**src/rtl/fu_pipe_pkg.sv**
```systemverilog
package fu_pipe_pkg;

  // What an advance request does in the current cycle.
  typedef enum logic [1:0] {
    ADV_NONE    = 2'd0,  // no advance requested
    ADV_MOVE    = 2'd1,  // output empty, chain shifts
    ADV_BLOCK   = 2'd2,  // output held, chain frozen
    ADV_HANDOFF = 2'd3   // output popped, chain shifts in same cycle
  } adv_kind_e;

  function automatic adv_kind_e classify_advance(input logic adv,
                                                 input logic out_v,
                                                 input logic pop_req);
    if (!adv)    return ADV_NONE;
    if (!out_v)  return ADV_MOVE;
    if (pop_req) return ADV_HANDOFF;
    return ADV_BLOCK;
  endfunction

  function automatic logic chain_moves(input adv_kind_e kind);
    return (kind == ADV_MOVE) || (kind == ADV_HANDOFF);
  endfunction

  function automatic logic stall_next(input logic cur,
                                      input adv_kind_e kind,
                                      input logic drained);
    if (kind == ADV_BLOCK) return 1'b1;
    if (drained)           return 1'b0;
    return cur;
  endfunction

  function automatic logic may_enter(input logic gap_open,
                                     input logic first_busy,
                                     input logic moving);
    return gap_open && (!first_busy || moving);
  endfunction

endpackage

```
**src/rtl/fu_issue_gate.sv**
```systemverilog
module fu_issue_gate #(
  parameter int ISSUE_GAP = 2
) (
  input  logic clk,
  input  logic rst_n,
  input  logic fire,
  output logic gap_open
);
  localparam int GAP_W = (ISSUE_GAP > 1) ? $clog2(ISSUE_GAP) : 1;
  localparam logic [GAP_W-1:0] RELOAD = GAP_W'(ISSUE_GAP - 1);

  logic [GAP_W-1:0] wait_q;

  always_ff @(posedge clk or negedge rst_n) begin
    if (!rst_n)              wait_q <= '0;
    else if (fire)           wait_q <= RELOAD;
    else if (wait_q != '0)   wait_q <= wait_q - GAP_W'(1);
  end

  assign gap_open = (wait_q == '0);
endmodule

```
**src/rtl/fu_stage_chain.sv**
```systemverilog
module fu_stage_chain #(
  parameter int DEPTH = 4,
  parameter int TAG_W = 8
) (
  input  logic             clk,
  input  logic             rst_n,
  input  logic             shift_en,
  input  logic             load_en,
  input  logic [TAG_W-1:0] load_tag,
  input  logic             drain_en,
  output logic             first_occ,
  output logic             last_vld,
  output logic [TAG_W-1:0] last_tag,
  output logic             any_vld
);
  localparam int LAST = DEPTH - 1;

  logic             vld [DEPTH];
  logic [TAG_W-1:0] tg  [DEPTH];

  for (genvar s = 0; s < DEPTH; s++) begin : g_stage
    if (s == 0) begin : g_entry
      always_ff @(posedge clk or negedge rst_n) begin
        if (!rst_n) begin
          vld[s] <= 1'b0;
          tg[s]  <= '0;
        end else if (shift_en || load_en) begin
          vld[s] <= load_en;
          tg[s]  <= load_en ? load_tag : '0;
        end
      end
    end else if (s == LAST) begin : g_exit
      always_ff @(posedge clk or negedge rst_n) begin
        if (!rst_n) begin
          vld[s] <= 1'b0;
          tg[s]  <= '0;
        end else if (shift_en) begin
          vld[s] <= vld[s-1];
          tg[s]  <= tg[s-1];
        end else if (drain_en) begin
          vld[s] <= 1'b0;
          tg[s]  <= '0;
        end
      end
    end else begin : g_mid
      always_ff @(posedge clk or negedge rst_n) begin
        if (!rst_n) begin
          vld[s] <= 1'b0;
          tg[s]  <= '0;
        end else if (shift_en) begin
          vld[s] <= vld[s-1];
          tg[s]  <= tg[s-1];
        end
      end
    end
  end

  always_comb begin
    any_vld = 1'b0;
    for (int s = 0; s < DEPTH; s++) any_vld = any_vld | vld[s];
  end

  assign first_occ = vld[0];
  assign last_vld  = vld[LAST];
  assign last_tag  = tg[LAST];
endmodule

```
**src/rtl/fu_sspipe.sv**
```systemverilog
module fu_sspipe
  import fu_pipe_pkg::*;
#(
  parameter int DEPTH     = 4,
  parameter int TAG_W     = 8,
  parameter int ISSUE_GAP = 2
) (
  input  logic             clk,
  input  logic             rst_n,
  input  logic             push_valid,
  input  logic [TAG_W-1:0] push_tag,
  output logic             push_ready,
  input  logic             advance,
  input  logic             pop,
  output logic             out_valid,
  output logic [TAG_W-1:0] out_tag,
  output logic             stalled,
  output logic             busy
);
  // Named internal events, brought out for the checker.
  adv_kind_e adv_kind;
  logic      shift_en;
  logic      push_fire;
  logic      pop_fire;
  logic      gap_open;
  logic      in_occ;
  logic      stall_q;

  assign adv_kind   = classify_advance(advance, out_valid, pop);
  assign shift_en   = chain_moves(adv_kind);
  assign pop_fire   = pop && out_valid;
  assign push_ready = may_enter(gap_open, in_occ, shift_en);
  assign push_fire  = push_valid && push_ready;

  fu_issue_gate #(.ISSUE_GAP(ISSUE_GAP)) gate_i (
    .clk      (clk),
    .rst_n    (rst_n),
    .fire     (push_fire),
    .gap_open (gap_open)
  );

  fu_stage_chain #(.DEPTH(DEPTH), .TAG_W(TAG_W)) chain_i (
    .clk       (clk),
    .rst_n     (rst_n),
    .shift_en  (shift_en),
    .load_en   (push_fire),
    .load_tag  (push_tag),
    .drain_en  (pop_fire),
    .first_occ (in_occ),
    .last_vld  (out_valid),
    .last_tag  (out_tag),
    .any_vld   (busy)
  );

  always_ff @(posedge clk or negedge rst_n) begin
    if (!rst_n) stall_q <= 1'b0;
    else        stall_q <= stall_next(stall_q, adv_kind, pop_fire);
  end

  assign stalled = stall_q;
endmodule

```
**config.mk**
```make
export PLATFORM = sky130hd
export DESIGN_NAME = fu_sspipe
export DESIGN_NICKNAME = d
export VERILOG_FILES = /design/src/rtl/fu_pipe_pkg.sv /design/src/rtl/fu_issue_gate.sv /design/src/rtl/fu_stage_chain.sv /design/src/rtl/fu_sspipe.sv
export SDC_FILE = /design/constraint.sdc
export NUM_CORES = 1
export LEC_CHECK = 0
export BUFFER_PORTS_ARGS = -buffer_cell sky130_fd_sc_hd__buf_2
export CAP_MARGIN = 40
export CORE_MARGIN = 1.5
export CORE_UTILIZATION = 54
export DETAILED_ROUTE_END_ITERATION = 8
export GPL_ROUTABILITY_DRIVEN = 0
export HOLD_SLACK_MARGIN = 0.1
export PLACE_DENSITY = 0.77
export SETUP_SLACK_MARGIN = 0.2
export SYNTH_ARGS = -nofsm -noshare
export SYNTH_HDL_FRONTEND = slang
export SYNTH_HIERARCHICAL = 1
export SYNTH_SLANG_ARGS = --single-unit
```
**constraint.sdc**
```tcl
create_clock -name clk -period 1.58 [get_ports clk]
set_input_delay 0.237 -clock clk [delete_from_list [all_inputs] [get_ports clk]]
set_output_delay 0.237 -clock clk [all_outputs]
set_load 0.005 [all_outputs]
```
==> flow_summary.yaml <==
worst_setup_path:
  cp_data_arrival_time_ns: 1.37
  reg2reg_from: "chain_i/first_occ"
  path_max_fanout: 4
  reg2regPathDepth: 5
  worstSetupPathType: "reg2out"
  r2r_setup_slack_ns: 0.14
  cp.required_ns: 1.34
  r2r-end: "chain_i/tg[25]"
  cp-end-kind: "output port"
  cp-start-kind: "flip-flop"
sta:
  rsz0062_at_grt: "true"
  fin_skew_ns: 0.008839
  slew_violations: 0
  worst_pin_slew_ns: 0.4599
  tns_ns: -0.03163
  finalWorstSetupSlack_ns: -0.03163
  relSlewSlack_pct: 69.34
  hold_ws_ns: 0.1364
  fmax_ghz: 0.6205
  timing.final.hold_violations: 0
  setup_viol: 1
  fin_crit_ns: 1.612
  fin_crit_sh_pct: 102.0
global_route:
  gr-usage-all-layers_pct: 18.25
  grtUsageMet2_pct: 27.04
  grt_first_pass_wirelength_um: 4209
  gr-usage-met1_pct: 23.97
  antenna_found_initial: 0
  use_met3_pct: 5.349
  grt-ovfl-total: 0
  busiest_layer: "met2"
  grt_pass1_vias: 897
  grt_max_degree: 39
synth:
  yosysTopAreaCellShare_pct: 63.65
  synth_common_cells: "dfrtp_1 (38), mux2_2 (18), a22o_1 (16)"
  yosys.area_share.adder_pct: 0
  ys_types: 22
  syn_inst: 102
  ys_top_cells_by_area: "dfrtp_1 (64%), mux2_2 (14%), a22o_1 (9.4%), buf_4 (5.0%), and4bb_1 (0.84%)"
  avgSynthCellArea_um2: 14.65
  yosysTopAreaCell: "dfrtp_1"
  synthMuxAreaShare_pct: 13.57
  synth-xor-area-share_pct: 0
  synthFlopType: "dfrtp_1"
  synth.most_common_cell: "dfrtp_1"
  synth_top_family_by_area: "multiplexers"
  yosys_warnings: 6
  syn-num-nets: 115
  netlist_area_mm2: 0.001494
  yosys.area_share.simple_pct: 4.858
  synthArstFlopShare_pct: 100.0
  synth_seq_area_share_pct: 63.65
  synth-edff-count: 0
  synth-compound-area-share_pct: 11.06
  ys_ff_latch: 38
die:
  row_count: 18
  dieArea_mm2: 0.003091
  core_area_mm2: 0.002545
  fp.dieW_um: 55.60
  die_h_um: 55.60
  ios: 25
  start_util_pct: 58.70
routing:
  post-route-drc-count: 0
  vias_per_cell: 5.692
  drt_first_pass_iters: 4
  vias: 905
  wirelength_um: 2602
  drt-wirelength-per-cell_um: 16.36
  drtIter0Drc: 18
  ant_nets: 0
layout:
  nFillCells: 196
  multi_input_area_um2: 475.5
  regArea_um2: 952.2
  fin_util_pct: 68.29
  drive_gt1_share_pct: 48.06
  fin_cells: 159
  fin_nets: 142
  n_antenna_cell: 0
  area_growth_pct: 16.33
clocking:
  clk_pin_slew_ns: 0.09
  clock_sinks: 38
  cts_inserted_buffers: 5
  cts_tree: "done"
  root_buffer: "clkbuf_4"
  clock_tree.buffer_depth: 2
  clk_latency_ns: 0.33
  h-tree-depth: 2
min_path:
  min_path_cells: 2
  hp-class: "in2reg"
  worstHoldStart: "push_tag[2]"
  min_to: "chain_i/tg[26]"
pwr:
  power.total_uw: 2981
  p_sw_uw: 886.0
  p_seq_share_pct: 54.3
  combPwrFrac_pct: 30.6
  p_leak_uw: 0.0008814
  clkPwrFrac_pct: 15.1
  powerDensity_mw_per_mm2: 1715
  peakVddDrop_mv: 1.017
  p_int_uw: 2095
  swShare_pct: 29.72
placement:
  dp.cells: 147
  hpwl_um: 1639
  portBuffers: 24
outcome:
  outcome: "finished with violations"
  violations: "negative setup slack"
run:
  max_cap_violations: 0
==> cell type report <==
class	count	share of cell area (%)
clock buffer	7	2.592
inverter	3	0.6479
multi-input combinational	49	27.36
sequential	38	54.79
tap	30	2.160
timing repair buffer	32	12.46
==> registers in the layout, summed over array words and instances (netlist names) <==
name	count
chain_i/vld	2
chain_i/last_tag	8
chain_i/first_occ	1
stalled	1
chain_i/last_vld	1
gate_i/wait_q	1
chain_i/tg	24
==> kinds of logic after synthesis <==
group           after synthesis
mux                          18
buf+inv                      15
compound gates               20
simple gates                 11
flops                        38
==> worst max-delay path by stage <==
stage	from	endpoint	slack, ns
finish	chain_i/first_occ	busy	-0.03
global route	chain_i/first_occ	busy	-0.09
CTS	chain_i/first_occ	busy	-0.05
detailed placement	chain_i/last_vld	chain_i/last_tag[3]	0.06
global placement	advance	chain_i/last_tag[3]	0.1
floorplan	chain_i/last_vld	chain_i/tg[24]	0.19
==> what timing repair did <==
action	4_1_cts	5_1_grt
cloned	0	1
gates resized for setup	5	4
endpoints found under the setup margin	19	37
hold buffers	1	0
buffers inserted	3	0
pin swaps	6	3
hold endpoints to repair	38	0
==> stage by stage <==
stage	area [um2]	setup WS, ns
4_1_cts	1695	-0.04676
3_5_place_dp	1604	0.06329
2_1_floorplan	1509	0.1934
6_report	1738	-0.03163
5_1_grt	1738	-0.08913
3_3_place_gp	1604	0.09725
==> metal layers <==
metal | wire [um] | vias up
li1 | - | 412
met1 | 1186 | 458
met2 | 1235 | 28
met3 | 111 | 7
met4 | 68 | 0
met5 | 0 | -
==> power by group through the flow <==
stage | clock network (uW) | registers, uW | logic [uW]
floorplan | 0 | 1560 | 693
global placement | 0 | 1610 | 773
detailed placement | 0 | 1630 | 810
CTS | 458 | 1610 | 879
global route | 501 | 1670 | 1000
finish | 450 | 1620 | 913
==> placed cells by master (no fill, tap or decap), types with 2 or more instances in the layout <==
master	count
mux2_2	18
nor2_4	2
clkbuf_1	2
inv_1	2
a22o_1	16
clkbuf_4	5
buf_2	24
buf_4	4
dfrtp_1	37
==> worst max-delay path, cell delays in order, from the launching register on <==
cell and delay, ns:
dfrtp_1 0.42, or4_1 0.50, buf_2 0.14
No activity file was read; power rests on OpenSTA's default activity.
